--- src/rtl/i2c_ee_pkg.sv ---
package i2c_ee_pkg;
  localparam int BYTE_W = 8;
  localparam int ADDR_W = BYTE_W + 1;
  localparam logic [3:0] TYPE_CODE = 4'b1010;

  typedef enum logic [2:0] {
    ST_IDLE, ST_RX, ST_RXDONE, ST_ACK, ST_TX, ST_MACK
  } ee_state_t;

  typedef enum logic [1:0] {
    K_DEV, K_WADDR, K_DATA
  } ee_kind_t;
endpackage

--- src/rtl/i2c_ee_sync.sv ---
module i2c_ee_sync #(
  parameter int W      = 2,
  parameter int STAGES = 2
) (
  input  logic         clk,
  input  logic         rst_n,
  input  logic [W-1:0] d,
  output logic [W-1:0] lvl,
  output logic [W-1:0] rise,
  output logic [W-1:0] fall
);
  logic [STAGES-1:0][W-1:0] q;
  logic [W-1:0]             prev;

  always_ff @(posedge clk or negedge rst_n) begin
    if (!rst_n) begin
      q    <= '1;
      prev <= '1;
    end else begin
      q    <= {q[STAGES-2:0], d};
      prev <= q[STAGES-1];
    end
  end

  assign lvl  = q[STAGES-1];
  assign rise = lvl & ~prev;
  assign fall = ~lvl & prev;
endmodule

--- src/rtl/i2c_ee_store.sv ---
module i2c_ee_store #(
  parameter int AW = 9,
  parameter int DW = 8
) (
  input  logic          clk,
  input  logic          we,
  input  logic [AW-1:0] waddr,
  input  logic [DW-1:0] wdata,
  input  logic [AW-1:0] raddr,
  output logic [DW-1:0] rdata
);
  localparam int DEPTH = 1 << AW;
  logic [DW-1:0] mem [DEPTH];

  always_ff @(posedge clk) begin
    if (we) mem[waddr] <= wdata;
  end

  assign rdata = mem[raddr];
endmodule

--- src/rtl/i2c_ee_slave.sv ---
module i2c_ee_slave
  import i2c_ee_pkg::*;
#(
  parameter int SYNC_STAGES = 2
) (
  input  logic clk,
  input  logic rst_n,
  input  logic scl_i,
  input  logic sda_i,
  input  logic pin_a2,
  input  logic pin_a1,
  input  logic busy_i,
  output logic sda_pull_o,
  output logic commit_o
);
  localparam logic [ADDR_W-1:0] ADDR_LAST = '1;

  // reset: asserted asynchronously, released on a clock edge
  logic rst_meta, rst_q;
  always_ff @(posedge clk or negedge rst_n) begin
    if (!rst_n) begin
      rst_meta <= 1'b0;
      rst_q    <= 1'b0;
    end else begin
      rst_meta <= 1'b1;
      rst_q    <= rst_meta;
    end
  end

  logic [1:0] lvl, rise, fall;
  i2c_ee_sync #(.W(2), .STAGES(SYNC_STAGES)) u_sync (
    .clk(clk), .rst_n(rst_q), .d({scl_i, sda_i}),
    .lvl(lvl), .rise(rise), .fall(fall)
  );
  logic scl_hi, sda_s, scl_rise, scl_fall, start_evt, stop_evt;
  assign scl_hi    = lvl[1];
  assign sda_s     = lvl[0];
  assign scl_rise  = rise[1];
  assign scl_fall  = fall[1];
  assign start_evt = scl_hi & fall[0];
  assign stop_evt  = scl_hi & rise[0];

  ee_state_t         st, n_st;
  ee_kind_t          kind, n_kind;
  logic [2:0]        bitcnt, n_bit;
  logic [BYTE_W-1:0] sh, n_sh, tx, n_tx, rdata;
  logic [ADDR_W-1:0] addr, n_addr;
  logic              rw, n_rw, pull, n_pull, wrote, n_wrote, n_commit, mem_we;
  logic              dev_ok;

  i2c_ee_store #(.AW(ADDR_W), .DW(BYTE_W)) u_store (
    .clk(clk), .we(mem_we), .waddr(addr), .wdata(sh),
    .raddr(addr), .rdata(rdata)
  );

  assign dev_ok = (sh[7:4] == TYPE_CODE) && (sh[3] == pin_a2) &&
                  (sh[2] == pin_a1) && !busy_i;

  always_comb begin
    n_st = st; n_kind = kind; n_bit = bitcnt; n_sh = sh; n_tx = tx;
    n_addr = addr; n_rw = rw; n_pull = pull; n_wrote = wrote;
    n_commit = 1'b0; mem_we = 1'b0;
    if (start_evt) begin
      n_st = ST_RX; n_kind = K_DEV; n_bit = '0; n_pull = 1'b0;
    end else if (stop_evt) begin
      n_st = ST_IDLE; n_pull = 1'b0;
      if (wrote) begin
        n_commit = 1'b1; n_wrote = 1'b0;
      end
    end else begin
      case (st)
        ST_RX: if (scl_rise) begin
          n_sh = {sh[BYTE_W-2:0], sda_s};
          if (bitcnt == 3'd7) n_st = ST_RXDONE;
          else n_bit = bitcnt + 3'd1;
        end
        ST_RXDONE: if (scl_fall) begin
          case (kind)
            K_DEV: begin
              if (dev_ok) begin
                n_addr = {sh[1], addr[BYTE_W-1:0]};
                n_rw = sh[0]; n_pull = 1'b1; n_st = ST_ACK;
              end else begin
                n_st = ST_IDLE;
              end
            end
            K_WADDR: begin
              n_addr = {addr[ADDR_W-1], sh}; n_pull = 1'b1; n_st = ST_ACK;
            end
            default: begin
              mem_we = 1'b1; n_addr = addr + ADDR_W'(1); n_wrote = 1'b1;
              n_pull = 1'b1; n_st = ST_ACK;
            end
          endcase
        end
        ST_ACK: if (scl_fall) begin
          n_bit = '0;
          if (rw) begin
            n_tx = rdata; n_pull = ~rdata[BYTE_W-1]; n_st = ST_TX;
          end else begin
            n_pull = 1'b0; n_st = ST_RX;
            n_kind = (kind == K_DEV) ? K_WADDR : K_DATA;
          end
        end
        ST_TX: if (scl_fall) begin
          if (bitcnt == 3'd7) begin
            n_pull = 1'b0; n_addr = addr + ADDR_W'(1); n_st = ST_MACK;
          end else begin
            n_bit = bitcnt + 3'd1;
            n_tx = {tx[BYTE_W-2:0], 1'b0};
            n_pull = ~tx[BYTE_W-2];
          end
        end
        ST_MACK: if (scl_rise) begin
          n_st = sda_s ? ST_IDLE : ST_ACK;
        end
        default: ;
      endcase
    end
  end

  always_ff @(posedge clk or negedge rst_q) begin
    if (!rst_q) begin
      st <= ST_IDLE; kind <= K_DEV; bitcnt <= '0; sh <= '0; tx <= '0;
      addr <= '0; rw <= 1'b0; pull <= 1'b0; wrote <= 1'b0; commit_o <= 1'b0;
    end else begin
      st <= n_st; kind <= n_kind; bitcnt <= n_bit; sh <= n_sh; tx <= n_tx;
      addr <= n_addr; rw <= n_rw; pull <= n_pull; wrote <= n_wrote;
      commit_o <= n_commit;
    end
  end

  assign sda_pull_o = pull;

  AST_START_REARMS: assert property (@(posedge clk) disable iff (!rst_q)
    start_evt |=> (st == ST_RX && bitcnt == 3'd0 && kind == K_DEV));
  AST_STOP_STANDBY: assert property (@(posedge clk) disable iff (!rst_q)
    (stop_evt && !start_evt) |=> (st == ST_IDLE && !sda_pull_o));
  AST_PULL_IN_DRIVE: assert property (@(posedge clk) disable iff (!rst_q)
    sda_pull_o |-> (st == ST_ACK || st == ST_TX));
  AST_TX_HOLDS: assert property (@(posedge clk) disable iff (!rst_q)
    (st == ST_TX && !scl_fall && !start_evt && !stop_evt) |=> $stable(sda_pull_o));
  AST_ADDR_WRAP: assert property (@(posedge clk) disable iff (!rst_q)
    (st == ST_TX && scl_fall && bitcnt == 3'd7 && addr == ADDR_LAST &&
     !start_evt && !stop_evt) |=> (addr == '0));
  AST_BUSY_NO_ACK: assert property (@(posedge clk) disable iff (!rst_q)
    (st == ST_RXDONE && kind == K_DEV && busy_i && scl_fall &&
     !start_evt && !stop_evt) |=> !sda_pull_o);
  AST_COMMIT_PULSE: assert property (@(posedge clk) disable iff (!rst_q)
    commit_o |=> !commit_o);
endmodule

--- config.mk ---
export PLATFORM = sky130hd
export DESIGN_NAME = i2c_ee_slave
export DESIGN_NICKNAME = d
export VERILOG_FILES = /design/src/rtl/i2c_ee_pkg.sv /design/src/rtl/i2c_ee_sync.sv /design/src/rtl/i2c_ee_store.sv /design/src/rtl/i2c_ee_slave.sv
export SDC_FILE = /design/constraint.sdc
export NUM_CORES = 2
export LEC_CHECK = 0
export CAP_MARGIN = 25
export CORE_MARGIN = 5
export CORE_UTILIZATION = 43
export DETAILED_ROUTE_END_ITERATION = 7
export HOLD_SLACK_MARGIN = 0.1
export SLEW_MARGIN = 5
export SYNTH_ARGS = -nofsm -noshare
export SYNTH_HDL_FRONTEND = slang
export SYNTH_HIERARCHICAL = 1
export SYNTH_SLANG_ARGS = --single-unit
--- constraint.sdc ---
create_clock -name clk -period 1.2 [get_ports clk]
set_input_delay 0.18 -clock clk [delete_from_list [all_inputs] [get_ports clk]]
set_output_delay 0.18 -clock clk [all_outputs]
set_load 0.01 [all_outputs]
==> flow_metrics.env <==
export IMPL_dr_pass1_iters=6
export IMPL_dpl_cell_area_um2=180600
export IMPL_p_clk_share_pct=34.5
export IMPL_synth_cell_type_count=79
export IMPL_cap_violations=0
export IMPL_overflow=0
export IMPL_fin_worst_skew_ps=84.06
export IMPL_start_kind="flop"
export IMPL_slew_violations=0
export IMPL_switchingPower_mw=101.0
export IMPL_first_global_vias=89833
export IMPL_layout_drive_gt1_share_pct=33.70
export IMPL_path_common_cell="buf_4"
export IMPL_root_buffer="clkbuf_16"
export IMPL_postLayoutCellArea_um2=199300
export IMPL_grtUsageTotal_pct=22.55
export IMPL_outcome="finished with violations"
export IMPL_cts_buffer_depth=4
export IMPL_clkSinkCount=4140
export IMPL_slowest_stage="dfrtp_4"
export IMPL_path_buf_inv=5
export IMPL_grt_max_degree=170
export IMPL_drc_errors=0
export IMPL_hold_viol=0
export IMPL_r2r_start="addr[2]$_DFFE_PN0P_"
export IMPL_synth_edf_count=4096
export IMPL_die_x_um=624.3
export IMPL_crit_type="flop to flop"
export IMPL_fillers=29040
export IMPL_switching_share_pct=27.23
export IMPL_reg2reg_depth=14
export IMPL_ys_seq_elements=4140
export IMPL_pwr_share_comb_pct=18.8
export IMPL_die_h_um=624.3
export IMPL_min_period_over_period_pct=294.9
export IMPL_critPathMaxFanout=17
export IMPL_setup_violations=8067
export IMPL_critical_path_max_stage_delay_ps=500
export IMPL_leakage_nw=62.49
export IMPL_slew_headroom_pct=33.20
export IMPL_ant_nets=0
export IMPL_ff2ff_setup_slack_ps=-2340
export IMPL_power_internal_mw=269.8
export IMPL_dp_hpwl_um=287300
export IMPL_cts_buffers=411
export IMPL_num_rows=225
export IMPL_wirelength_um=450600
export IMPL_syn_area_per_cell_um2=19.64
export IMPL_nNetsFinal=9982
export IMPL_synthFlopType="edfxtp_1"
export IMPL_grt_pass1_wl_um=646300
export IMPL_synth_cells=8263
export IMPL_power_per_cell_area_nw_per_um2=1861
export IMPL_holdPathStages=2
export IMPL_routed_via_density=5.859
export IMPL_path_cells="or2_4 > buf_4 > buf_12 > buf_4 > o221ai_1 > o22ai_1 > buf_4 > a22oi_1 > nand2_1 > o21ai_1 > buf_4 > o2111a_1 > mux2i_1 > o21ai_1"
export IMPL_drt_initial_drc_count=10691
export IMPL_max_freq_mhz=282.6
export IMPL_required_ps=2050
export IMPL_cts_tree="built"
export IMPL_boundaryPins=9
export IMPL_htreeDepth=5
export IMPL_p_seq_share_pct=46.7
export IMPL_place_congestion=0.9084
export IMPL_min_period_ps=3539
export IMPL_hold_class="input port to flop"
export IMPL_ir_drop_uv=1958
export IMPL_vias=89718
export IMPL_yosysTopAreaCellShare_pct=75.81
export IMPL_dieArea_um2=389700
export IMPL_synthArstFlopShare_pct=1.063
export IMPL_avgRoutedWirePerCell_um=29.43
export IMPL_fin_ws_ps=-2339
export IMPL_synth_fp_nets=8273
export IMPL_yosysSeqAreaShare_pct=76.49
export IMPL_antenna_found_initial=15
export IMPL_cts_clk_slew_worst_paths_ps=60
export IMPL_rsz0062_at_grt="true"
export IMPL_synthTopCellsByArea="edfxtp_1, mux4_2, mux2i_1"
export IMPL_hold_path_startpoint="sda_i"
export IMPL_critical_path_top_delay_family="compound AO/OA/AOI/OAI gates"
export IMPL_core_area_um2=375800
export IMPL_arrival_ps=4390
export IMPL_worst_pin_slew_ps=1002
export IMPL_area_delta_synth_final_pct=22.84
export IMPL_yosys_warnings=6
export IMPL_clock_latency_ps=990
export IMPL_initial_core_util_pct=43.17
export IMPL_total_power_mw=370.8
export IMPL_violations="setup timing"
export IMPL_syn_cell_area_um2=162200
export IMPL_whs_endpoint="u_sync/q[0]$_DFF_PN1_"
export IMPL_io_buffers=8
export IMPL_rr_endpoint="tx[2]$_DFFE_PN0P_"
export IMPL_synth_top_area_cell="edfxtp_1"
export IMPL_endpoint_kind="flop"
placed cells by master (no fill, tap or decap), types with 32 or more instances in the layout:
cell type,instances
a21oi_1,178
a22oi_1,52
buf_12,194
buf_16,38
buf_4,1449
buf_6,85
bufinv_16,41
clkbuf_1,69
clkbuf_16,428
clkinv_1,92
clkinv_2,72
edfxtp_1,4096
mux2i_1,790
mux4_2,654
nand2_1,105
nand3_1,32
nand4_1,34
nor2_1,527
nor2_4,58
nor3_1,95
o21ai_0,93
o221ai_1,279
o221ai_2,89
o22ai_1,147
synth_stat cells (11+ instances only):
master and count:
a211oi_1 20, a21oi_1 206, a22oi_1 62, and2_1 22, buf_1 41, buf_2 62, buf_4 72, buf_6 65
buf_8 11, clkbuf_1 271, dfrtp_1 38, edfxtp_1 4096, mux2_2 11, mux2i_1 807, mux4_2 654, nand2_1 132
nand3_1 44, nand4_1 34, nor2_1 602, nor3_1 115, nor4_1 38, o21ai_0 130, o221ai_1 372, o22ai_1 165
o31ai_1 16
what timing repair did:
item / in CTS / in global routing
pin swaps: 93 / 127
gates resized for setup: 388 / 316
hold endpoints to repair: 4 / 0
buffers inserted: 55 / 78
endpoints found under the setup margin: 8068 / 8091
cloned: 16 / 11
hold buffers: 5 / 0
layer usage:
layer / up-vias / GRT usage [%] / wire, um
met5: - / 0 / 50
met4: 8 / 6.857 / 14730
met3: 688 / 3.665 / 37610
met2: 3971 / 36.31 / 216400
met1: 47208 / 31.85 / 181800
li1: 37843 / - / -
cell families after synthesis:
group / count (synthesis) / synth area share, %
xor gates and xnor gates: 2 / 0.01080
AOI/OAI and AO/OA: 1048 / 4.559
DFF: 4140 / 76.49
muxes: 1472 / 14.13
and+or+nand+nor: 1059 / 2.892
buffers and inverters: 538 / 1.887
other: 1 / 0.002311
adders and majority gates: 3 / 0.02314
power by group through the flow:
stage	Clock [mW]	Sequential, mW	Combinational [mW]
finish	128	173	69.6
global route	137	173	72.8
CTS	130	173	67.5
detailed placement	0	176	64.4
global placement	0	176	63.0
floorplan	0	179	21.8
flip-flops by register name, indices dropped and copies added, names as in the netlist:
| signal | count |
|---|---|
| rw | 1 |
| rst_q | 1 |
| sda_pull_o | 1 |
| u_store/mem | 4096 |
| st | 3 |
| u_sync/lvl | 2 |
| commit_o | 1 |
| u_sync/prev | 2 |
| rst_meta | 1 |
| bitcnt | 3 |
| u_sync/q | 2 |
| sh | 8 |
| wrote | 1 |
| addr | 9 |
| kind | 2 |
| tx | 7 |
cell type report:
type | count | area, um2 | area share [%]
Antenna cell | 5 | 12.51 | 0.006278
Clock buffer | 496 | 10840 | 5.440
Clock inverter | 259 | 2609 | 1.309
Inverter | 10 | 50.05 | 0.02511
Multi-Input combinational cell | 3585 | 37580 | 18.86
Sequential cell | 4140 | 124200 | 62.29
Tap cell | 4994 | 6248 | 3.135
Timing Repair Buffer | 1824 | 17810 | 8.934
worst max-delay path by stage:
| stage | from | end | slack [ps] | depth (start not counted) |
|---|---|---|---|---|
| after floorplan | sh[5]$_DFFE_PN0P_ | rw$_DFFE_PN0P_ | -2570 | 4 |
| after global routing | addr[0]$_DFFE_PN0P_ | sda_pull_o$_DFFE_PN0P_ | -2400 | 18 |
| after CTS | addr[0]$_DFFE_PN0P_ | sda_pull_o$_DFFE_PN0P_ | -2270 | 13 |
| after detailed placement | addr[0]$_DFFE_PN0P_ | sda_pull_o$_DFFE_PN0P_ | -2940 | 13 |
| final | addr[2]$_DFFE_PN0P_ | tx[2]$_DFFE_PN0P_ | -2340 | 14 |
| after global placement | addr[0]$_DFFE_PN0P_ | sda_pull_o$_DFFE_PN0P_ | -3500 | 15 |
metrics by stage:
step	worst slack, ps	hold WS [ps]	util (%)	std cells	setup TNS (ps)
6_report	-2339	180.3	53.03	15313	-8438180
4_1_cts	-2265	104.8	52.38	15224	-8026940
2_1_floorplan	-2566	-115.6	-	8263	-
5_1_grt	-2398	192.7	53.03	15310	-8860760
3_5_place_dp	-2940	254.7	48.06	14399	-8854710
3_3_place_gp	-3496	243.3	48.05	14394	-8597410
Power figures use the tool's default switching activity.
